## config.mk

```make
export PLATFORM = sky130hd
export DESIGN_NAME = jlink_unit
export DESIGN_NICKNAME = d
export VERILOG_FILES = /design/src/rtl/jlink_pkg.sv /design/src/rtl/jlink_link_fmt.sv /design/src/rtl/jlink_ring_ptr.sv /design/src/rtl/jlink_ctx.sv /design/src/rtl/jlink_unit.sv
export SDC_FILE = /design/constraint.sdc
export NUM_CORES = 1
export LEC_CHECK = 0
export BUFFER_PORTS_ARGS = -buffer_cell sky130_fd_sc_hd__buf_4
export CAP_MARGIN = 20
export CORE_AREA = 10 10 97 99
export DETAILED_ROUTE_END_ITERATION = 6
export DIE_AREA = 0 0 107 109
export PLACE_DENSITY = 0.8
export SETUP_SLACK_MARGIN = 0.1
export SLEW_MARGIN = 40
export SYNTH_ARGS = -nofsm -noshare
export SYNTH_HDL_FRONTEND = slang
export SYNTH_SLANG_ARGS = --single-unit
```

## constraint.sdc

```tcl
create_clock -name clk -period 2.71 [get_ports clk]
set_input_delay 0.1355 -clock clk [delete_from_list [all_inputs] [get_ports clk]]
set_output_delay 0.1355 -clock clk [all_outputs]
set_load 0.05 [all_outputs]
```

## src/rtl/jlink_pkg.sv

```systemverilog
// Shared definitions for the jump-and-link unit.
// Assumes: the link word places C in bit 0, Z in bit 1 and the return PC above them.
package jlink_pkg;
    localparam int LINK_C_BIT  = 0;
    localparam int LINK_Z_BIT  = 1;
    localparam int LINK_PC_LSB = 2;

    typedef struct packed {
        logic z;
        logic c;
    } flags_t;
endpackage

```

## src/rtl/jlink_link_fmt.sv

```systemverilog
// Builds the link word from the PC and flags, and decides whether the link
// address falls inside the reserved no-write window.
// Assumes: DW > PCW + 2 and RSV_BASE + RSV_CNT <= 2**AW.
module jlink_link_fmt
    import jlink_pkg::*;
#(
    parameter int AW       = 9,
    parameter int PCW      = 9,
    parameter int DW       = 32,
    parameter int RSV_BASE = 'h1F4,
    parameter int RSV_CNT  = 4
) (
    input  logic [PCW-1:0] pc,
    input  flags_t         flags,
    input  logic [AW-1:0]  link_addr,
    output logic [DW-1:0]  link_word,
    output logic           no_write
);
    localparam int LW = PCW + 2;
    localparam logic [AW:0] WIN_LO = (AW+1)'(RSV_BASE);
    localparam logic [AW:0] WIN_HI = (AW+1)'(RSV_BASE + RSV_CNT);

    logic [PCW-1:0] ret_pc;

    // Return address and packed link word
    always_comb begin
        ret_pc    = pc + 1'b1;
        link_word = {{(DW-LW){1'b0}}, ret_pc, flags.z, flags.c};
    end

    // Reserved window decode
    always_comb begin
        no_write = ({1'b0, link_addr} >= WIN_LO) && ({1'b0, link_addr} < WIN_HI);
    end
endmodule

```

## src/rtl/jlink_ring_ptr.sv

```systemverilog
// Holds the ring bounds and the current slot pointer, and offers the
// pre-incremented next slot with wrap from the end back to the start.
// Assumes: software programs start <= end.
module jlink_ring_ptr #(
    parameter int AW = 9
) (
    input  logic          clk,
    input  logic          rst_n,
    input  logic          cfg_valid,
    input  logic [AW-1:0] cfg_start,
    input  logic [AW-1:0] cfg_end,
    input  logic          step,
    output logic [AW-1:0] ptr,
    output logic [AW-1:0] ptr_next
);
    logic [AW-1:0] start_q;
    logic [AW-1:0] end_q;

    // Next slot with wrap
    always_comb begin
        ptr_next = (ptr == end_q) ? start_q : ptr + 1'b1;
    end

    // Bounds and pointer registers; setup wins over a step
    always_ff @(posedge clk) begin
        if (!rst_n) begin
            ptr     <= '0;
            start_q <= '0;
            end_q   <= '0;
        end else if (cfg_valid) begin
            ptr     <= cfg_start;
            start_q <= cfg_start;
            end_q   <= cfg_end;
        end else if (step) begin
            ptr <= ptr_next;
        end
    end
endmodule

```

## src/rtl/jlink_ctx.sv

```systemverilog
// Program counter and flag registers of the running context.
// Assumes: a load has priority over sequential advance.
module jlink_ctx
    import jlink_pkg::*;
#(
    parameter int PCW = 9
) (
    input  logic           clk,
    input  logic           rst_n,
    input  logic           load_pc,
    input  logic [PCW-1:0] new_pc,
    input  logic           adv,
    input  logic           load_z,
    input  logic           load_c,
    input  flags_t         new_flags,
    output logic [PCW-1:0] pc,
    output flags_t         flags
);
    // PC register: branch load or step by one
    always_ff @(posedge clk) begin
        if (!rst_n)       pc <= '0;
        else if (load_pc) pc <= new_pc;
        else if (adv)     pc <= pc + 1'b1;
    end

    // Flag registers with separate load enables
    always_ff @(posedge clk) begin
        if (!rst_n) begin
            flags <= '0;
        end else begin
            if (load_z) flags.z <= new_flags.z;
            if (load_c) flags.c <= new_flags.c;
        end
    end
endmodule

```

## src/rtl/jlink_unit.sv

```systemverilog
// Branch-and-link unit: one instruction performs jump, call, return or a
// cooperative round-robin task switch through a ring of link registers.
// Assumes: the register file reads combinationally (rd_addr -> rd_data) and
// commits wr_en/wr_addr/wr_data at the clock edge closing the cycle.
module jlink_unit
    import jlink_pkg::*;
#(
    parameter int AW       = 9,
    parameter int PCW      = 9,
    parameter int DW       = 32,
    parameter int RSV_BASE = 'h1F4,
    parameter int RSV_CNT  = 4,
    localparam int LW      = PCW + 2
) (
    input  logic           clk,
    input  logic           rst_n,
    input  logic           op_valid,
    input  logic           op_task,
    input  logic [AW-1:0]  dst_addr,
    input  logic [LW-1:0]  src_word,
    input  logic           wz_en,
    input  logic           wc_en,
    input  logic           adv,
    input  logic           cfg_valid,
    input  logic [AW-1:0]  cfg_start,
    input  logic [AW-1:0]  cfg_end,
    input  logic [LW-1:0]  rd_data,
    output logic [AW-1:0]  rd_addr,
    output logic           wr_en,
    output logic [AW-1:0]  wr_addr,
    output logic [DW-1:0]  wr_data,
    output logic [PCW-1:0] pc,
    output logic           flag_z,
    output logic           flag_c,
    output logic [AW-1:0]  ring_ptr
);
    logic          op_go;
    logic          task_go;
    logic [AW-1:0] ptr_next;
    logic [AW-1:0] link_addr;
    logic [DW-1:0] link_word;
    logic          no_write;
    logic          fwd;
    logic [LW-1:0] load_word;
    flags_t        cur_flags;
    flags_t        new_flags;

    // Instruction qualification: setup suppresses any operation
    always_comb begin
        op_go     = op_valid && !cfg_valid;
        task_go   = op_go && op_task;
        link_addr = op_task ? ring_ptr : dst_addr;
    end

    jlink_ring_ptr #(.AW(AW)) u_ring (
        .clk       (clk),
        .rst_n     (rst_n),
        .cfg_valid (cfg_valid),
        .cfg_start (cfg_start),
        .cfg_end   (cfg_end),
        .step      (task_go),
        .ptr       (ring_ptr),
        .ptr_next  (ptr_next)
    );

    jlink_link_fmt #(
        .AW(AW), .PCW(PCW), .DW(DW), .RSV_BASE(RSV_BASE), .RSV_CNT(RSV_CNT)
    ) u_fmt (
        .pc        (pc),
        .flags     (cur_flags),
        .link_addr (link_addr),
        .link_word (link_word),
        .no_write  (no_write)
    );

    // Write request and source selection with same-slot forwarding
    always_comb begin
        wr_en     = op_go && !no_write;
        wr_addr   = link_addr;
        wr_data   = link_word;
        rd_addr   = ptr_next;
        fwd       = task_go && wr_en && (ptr_next == link_addr);
        load_word = op_task ? (fwd ? link_word[LW-1:0] : rd_data) : src_word;
        new_flags = '{z: load_word[LINK_Z_BIT], c: load_word[LINK_C_BIT]};
    end

    jlink_ctx #(.PCW(PCW)) u_ctx (
        .clk       (clk),
        .rst_n     (rst_n),
        .load_pc   (op_go),
        .new_pc    (load_word[LW-1:LINK_PC_LSB]),
        .adv       (adv),
        .load_z    (op_go && (op_task || wz_en)),
        .load_c    (op_go && (op_task || wc_en)),
        .new_flags (new_flags),
        .pc        (pc),
        .flags     (cur_flags)
    );

    // Flag outputs
    always_comb begin
        flag_z = cur_flags.z;
        flag_c = cur_flags.c;
    end
endmodule

```

==> results of run 1 <==
## cell usage in the layout, fill, tap and decap left out, types with 3 or more instances in the layout
master,n
nand4_1,11
conb_1,21
a21oi_4,3
a31oi_1,4
o21ai_0,11
nand3_1,11
mux2_2,4
xnor2_1,16
nand2b_1,11
a2bb2oi_1,3
nand2_1,22
o211ai_1,3
dfxtp_1,29
dfxtp_4,3
and3_1,4
nor2b_1,4
o311a_1,5
buf_4,123
nor2_1,38
xor2_1,15
a21oi_1,24
nor3_1,4
o21a_1,4
nor3_2,5
inv_1,12
dfxtp_2,6
clkbuf_8,5
mux2i_1,25
## repair_timing
action | CTS | global route
buffers inserted | 0 | 8
cloned | 0 | 1
pin swaps | 1 | 7
gates resized for setup | 6 | 17
setup endpoints to repair | 8 | 9
## through the flow
| stage | worst slack (ps) | cells |
|---|---|---|
| finish | 184 | 585 |
| detailed placement | 65.2 | 568 |
| floorplan | 102 | 397 |
| global placement | 207 | 568 |
| global route | 64.1 | 585 |
| CTS | 159 | 576 |
## kinds of logic (layout without fill, tap and decap cells)
logic type      count (synthesis)  count (layout)
buf+inv                        63             149
flops                          38              38
fa+ha+maj                       2               2
mux                            32              32
other cells                     1              21
compound gates                 81              81
simple gates                  124             124
xor+xnor                       36              36
## flip-flops by register name, summed over array words and instances, names as in the netlist
signal and flops:
u_ring.ptr 9, u_ctx.pc 9, u_ring.start_q 9, u_ctx.flags 2, u_ring.end_q 9
## layer usage
metal	GRT usage (%)	up-vias	part of all wire, %
li1	-	1491	-
met1	19.3	1498	38
met2	28.9	177	50
met3	5.13	25	9.2
met4	4.74	0	2.6
met5	0	-	0
## worst max-delay path, delay by kind of cell (launching register included)
family	cells	cell delay (ps)
mux	1	380
buf+inv	1	150
flops	1	370
xor+xnor	1	190
simple gates	4	840
compound gates	2	500
## final cells by class
class,instances,area [um2]
clock buffers,5,68.8
repair buffers,126,961
clock inverters,3,40.0
multi-input cells,296,2130
fillers,689,3360
inverters,15,61.3
well taps,102,128
flip-flops and latches,38,779
## power breakdown
group / switching [mW] / total, mW / internal [mW] / leakage [nW]
registers: 0.0603 / 0.658 / 0.598 / 0.318
logic: 0.598 / 0.925 / 0.327 / 1.50
clock network: 0.211 / 0.482 / 0.271 / 0.0579
total: 0.869 / 2.06 / 1.20 / 1.88
## worst max-delay path by stage
stage	start	end	slack (ps)	depth (start not counted)
after floorplan	u_ctx.pc[2]	u_ctx.pc[7]	100	6
final	u_ring.ptr[8]	u_ctx.flags[1]	180	9
after global placement	u_ring.ptr[0]	u_ctx.pc[0]	210	10
after CTS	u_ring.ptr[0]	u_ctx.pc[0]	160	10
after global routing	u_ring.ptr[3]	u_ctx.flags[1]	60	9
after detailed placement	u_ring.ptr[0]	u_ctx.pc[0]	70	10
==> out/qor.txt, run 1 <==
Status: finished clean
Fmax: 0.396 GHz
Synth Register Bits: 38
Compound-Gate Fraction of Synth Area: 18.2%
Final Power: 2.06 mW
Setup TNS: 0 ps
First-pass GRT wire length: 15.8 mm
CTS tree: built
R2R cell count: 9
Adder-Cell Fraction of Synth Area: 0.827%
Worst path required time: 2900 ps
R2r startpoint: u_ring.ptr[8]
EDFF count, synth: 0
Routed Antenna Nets: 0
XOR/XNOR share of the synthesized area: 11.3%
Fin nets: 541
Skew-Pair Late Insertion Delay: 290 ps
Post-synthesis to final-layout area growth: 37.9%
Simple-Gate Fraction of Synth Area: 21.6%
CORE AREA: 0.00753 mm2
IO Port Bufs: 106
Vias: 3191
Fin area: 0.00417 mm2
Hold depth: 3
Starting Density: 40.2%
Leak: 1.88 nW
CP arrival: 2710 ps
Hold worst-path end: u_ring.end_q[8]
Synthesized instance count: 377
Post-layout util: 55.4%
Period utilisation layout: 93.2%
Pin count of the biggest net entering global routing: 38
Drc violations: 0
Crit-path max FO: 6
CP cell instances: xor2_2 -> nor4_4 -> nand3_2 -> mux2_4 -> o2111ai_2 -> nor3b_4 -> buf_6 -> nand2b_1 -> o221a_1
Worst path slowest cell: nor4_4
Sequential share of the synthesized area: 25.2%
HP Class: input pin to flop
Reg2reg setup slack: 180 ps
Post-synth top area share: 25.2%
Area contributors post-synth: dfxtp_1 25%, mux2i_1 8.6%, buf_4 5.7%, xnor2_1 4.9%, xor2_1 4.9%
Setup violations, final: 0
Antenna violations before repair: 0
CP Capture Type: flop
# rows: 32
Drt initial violations: 305
Vias in the first global route: 3025
Die area: 0.0117 mm2
Final hold vios: 0
Worst vdd ir: 261 uV
Hold Crit Start: cfg_end[8]
Sink Count: 38
Pre-Repair DR Iteration Count: 5
Post-synth top cells: 39 x nor2_1, 38 x dfxtp_1, 29 x a21oi_1
Crit path time final: 2530 ps
Detailed placement HPWL: 8.03 mm
Placed cell areas: 0.00389 mm2
Slew @ Worst Pin: 617 ps
Worst hold slack: 77.7 ps
Syn Std Cell Area: 0.00302 mm2
Max incr delay on CP: 400 ps
GPL Wtd Cong: 0.959
Setup CP Type: flop to flop
Main combinational cell family by area after synthesis: simple AND/OR/NAND/NOR gates
Root buf cell: clkbuf_8
RSZ-0062 raised after global routing: no
Worst-path clk slew: 80 ps
Power Density: 495 mW/mm2
CTS HTree Levels: 2
Reg-to-Reg End: u_ctx.flags[1]
Most frequent cell after synthesis: nor2_1
IO Count: 128
CP Launch Type: flop
Mux contribution to synthesized area: 10.9%
Clk buf depth: 2
Ant diodes: 0
Warnings, synthesis: 0
Avg Cell Area, Syn: 8.02 um2
GRT Total Usage: 16.6%
Area leader, netlist: dfxtp_1
Hold_buf cts: 0
Die width: 107 um
Vias/cell: 5.45
Count of pins over their slew limit: 0
Die height: 109 um
Fraction of layout cells with a size suffix above 1: 37.3%
Layout Skew: 6.28 ps
Prevailing post-synth register cell: dfxtp_1
Routed WL per cell: 18.4 um
Max Cap Violations: 0
Wirelength, routed: 10.8 mm
CTS buffer count: 5
Remaining Overflow, GRT: 0
Post-synth cell types: 55
Share of flip-flops with an asynchronous set or reset: 0%
Max transition margin: 58.7%
(Power assumes the default switching activity.)
==> run 2, diff against run 1 <==
GPL_TIMING_DRIVEN = 0   (was default)
==> run 2 against run 1 <==
  * Power rose by 3.9%
  * Critical endpoint is now u_ctx.pc[0]
  * Hold slack gained 4.1 ps
  * Critical path depth rose by 1
  * Highest routed layer unchanged
  * Count of clock-buffer cells in the layout unchanged
  * Sequential power is 2% lower
  * Flip-flop and latch count is the same
  * Die area is the same
  * Maximum frequency decreased by 4.0%
  * Sequential share of layout area down 1.4 points
  * Register-to-register slack worse by 100 ps
  * Global-route usage up 1.1 points
  * Clock power up 3%
==> out/qor.txt, run 2 (synthesized netlist as in run 1, its figures left out) <==
CP Capture Point: u_ctx.pc[0]
Fin nets: 583 (+7.8%)
Final Power: 2.15 mW (+3.9%)
Count of pins over their slew limit: 0 (unchanged)
Final hold vios: 0 (unchanged)
Pin count of the biggest net entering global routing: 14 (-63%)
Die width: 107 um (unchanged)
Crit-path max FO: 6 (unchanged)
CP Capture Type: flop
Vias/cell: 5.43 (-0.38%)
Wirelength, routed: 11.5 mm (+6.6%)
Starting Density: 40.2% (unchanged)
GRT Total Usage: 17.7% (+1.1 points)
Worst-path clk slew: 80 ps (about the same)
CP arrival: 2790 ps (+80 ps)
Setup TNS: 0 ps (unchanged)
CTS buffer count: 5 (unchanged)
Routed WL per cell: 18.3 um (-0.56%)
Drt initial violations: 419 (+37%)
Placed cell areas: 0.00409 mm2 (+5.1%)
Setup violations, final: 0 (unchanged)
Top Family by Delay on Critical Path: compound AO/OA/AOI/OAI gates
Place WS: -105 ps (-170 ps)
Most common cell after layout, fill and taps aside: buf_4
Worst setup margin: 79.6 ps (-104 ps)
Worst hold slack: 81.7 ps (+4.07 ps)
Fin area: 0.00449 mm2 (+7.7%)
Antenna violations before repair: 0 (unchanged)
Fraction of layout cells with a size suffix above 1: 40.0% (+2.7 points)
CTS HTree Levels: 2 (unchanged)
Clk buf depth: 2 (unchanged)
Post-layout util: 59.7% (+4.3 points)
Bufs and invs on worst path: 2 (+1)
Most frequent cells in the layout: 143 x buf_4, 38 x nor2_1, 29 x dfxtp_1, 24 x mux2i_1, 24 x a21oi_1
Power Density: 478 mW/mm2 (-3.5%)
Pre-Repair DR Iteration Count: 5 (unchanged)
Max incr delay on CP: 410 ps (about the same)
Grt met1 use: 20.4% (+1.1 points)
Post-synthesis to final-layout area growth: 48.6%
GPL Wtd Cong: 0.939 (-2.1%)
Ant diodes: 0 (unchanged)
CORE AREA: 0.00753 mm2 (unchanged)
Worst path slowest cell: o41ai_4
Worst vdd ir: 191 uV (-27%)
Reg-to-Reg End: u_ctx.pc[0]
HP Class: input pin to flop
Worst setup startpoint: u_ring.ptr[5]
Grt peak-use layer: met2
CTS tree: built
Reg2reg setup slack: 80 ps (-100 ps)
Setup CP Type: flop to flop
CP cell instances: buf_6 -> nand4_1 -> nor2_4 -> xnor3_1 -> o41ai_4 -> o2111ai_2 -> nor3b_4 -> buf_6 -> mux2i_2 -> a21oi_1
Crit path time final: 2630 ps (+104 ps)
Fmax: 0.380 GHz (-4.0%)
Die height: 109 um (unchanged)
First-pass GRT wire length: 16.7 mm (+5.8%)
Period utilisation layout: 97.1% (+3.9 points)
Worst path required time: 2870 ps (-30 ps)
R2R cell count: 10 (+1)
Cells after DPL: 602 (+6.0%)
Status: finished clean
Met2 Use GR: 30.5% (+1.6 points)
Remaining Overflow, GRT: 0 (unchanged)
Met3 usage: 4.78% (-0.35 points)
IO Port Bufs: 103 (-2.8%)
R2r startpoint: u_ring.ptr[5]
Routed Antenna Nets: 0 (unchanged)
Layout Skew: 3.96 ps (-2.32 ps)
Skew-Pair Late Insertion Delay: 290 ps (about the same)
Vias: 3407 (+6.8%)
Detailed placement HPWL: 8.50 mm (+5.8%)
Root buf cell: clkbuf_8
Most numerous cell on the critical path: buf_6
Max Cap Violations: 0 (unchanged)
Die area: 0.0117 mm2 (unchanged)
# rows: 32 (unchanged)
Leak: 2.05 nW (+9.1%)
RSZ-0062 raised after global routing: yes
Slew @ Worst Pin: 670 ps (+53.6 ps)
Critical Path Stages: 10 (+1)
Sink Count: 38 (unchanged)
Drc violations: 0 (unchanged)
Vias in the first global route: 3254 (+7.6%)
CP Launch Type: flop
IO Count: 128 (unchanged)
Max transition margin: 55.3% (-3.4 points)
Final std cells w/o fill: 627 (+7.2%)
## run 2: changes by cell type in the layout (fill, tap and decap cells not counted), moves of 2 or more
cell and delta:
buf_4 +20, clkbuf_1 +13, buf_6 +5, xor2_1 -3
xor2_2 +3, clkinv_2 -2
## run 2: worst min-delay path by stage
stage                     startpoint              end  slack [ps]  cells past startpoint
after floorplan           rd_data[4]      u_ctx.pc[2]         280                      2
after global placement    cfg_end[5]  u_ring.end_q[5]         370                      3
after detailed placement  cfg_end[6]  u_ring.end_q[6]         380                      3
after CTS                 cfg_end[6]  u_ring.end_q[6]          70                      3
after global routing      cfg_end[7]  u_ring.end_q[7]          90                      3
final                     cfg_end[0]  u_ring.end_q[0]          80                      3
## run 2: what timing repair did
action / CTS / global route
setup endpoints to repair: 10 / 18
pin swaps: 8 / 12
cloned: 1 / 0
endpoints found under the hold margin: 0 / 0
gates resized for setup: 17 / 13
buffers inserted: 8 / 9
hold buffers: 0 / 0
## run 2: worst register-to-register path, cell delays in order, from the launching register on
cell       delay (ps)
dfxtp_2           360
buf_6             140
nand4_1           190
nor2_4            170
xnor3_1           280
o41ai_4           410
o2111ai_2         200
nor3b_4           270
buf_6             180
mux2i_2           210
a21oi_1            80
## run 2: final cells by class
cell class | instances | area (um2)
buffer | 47 | 329
inverter | 15 | 61.3
tap | 102 | 128
clock inverter | 3 | 43.8
sequential | 38 | 777
clock buffer | 5 | 68.8
multi-input combinational | 296 | 2160
fill | 651 | 3030
timing repair buffer | 121 | 921
## run 2: per-layer routing
layer,share of wire (%),up-vias,routed length [um]
met4,4.0,0,462
met3,8.9,37,1020
met2,49,203,5620
li1,-,1577,-
met1,38,1590,4370
met5,0,-,0
## run 2: power breakdown
| part | internal (mW) | total [mW] | switching, mW |
|---|---|---|---|
| logic | 0.372 | 1.00 | 0.629 |
| clock network | 0.275 | 0.498 | 0.223 |
| registers | 0.598 | 0.648 | 0.0500 |
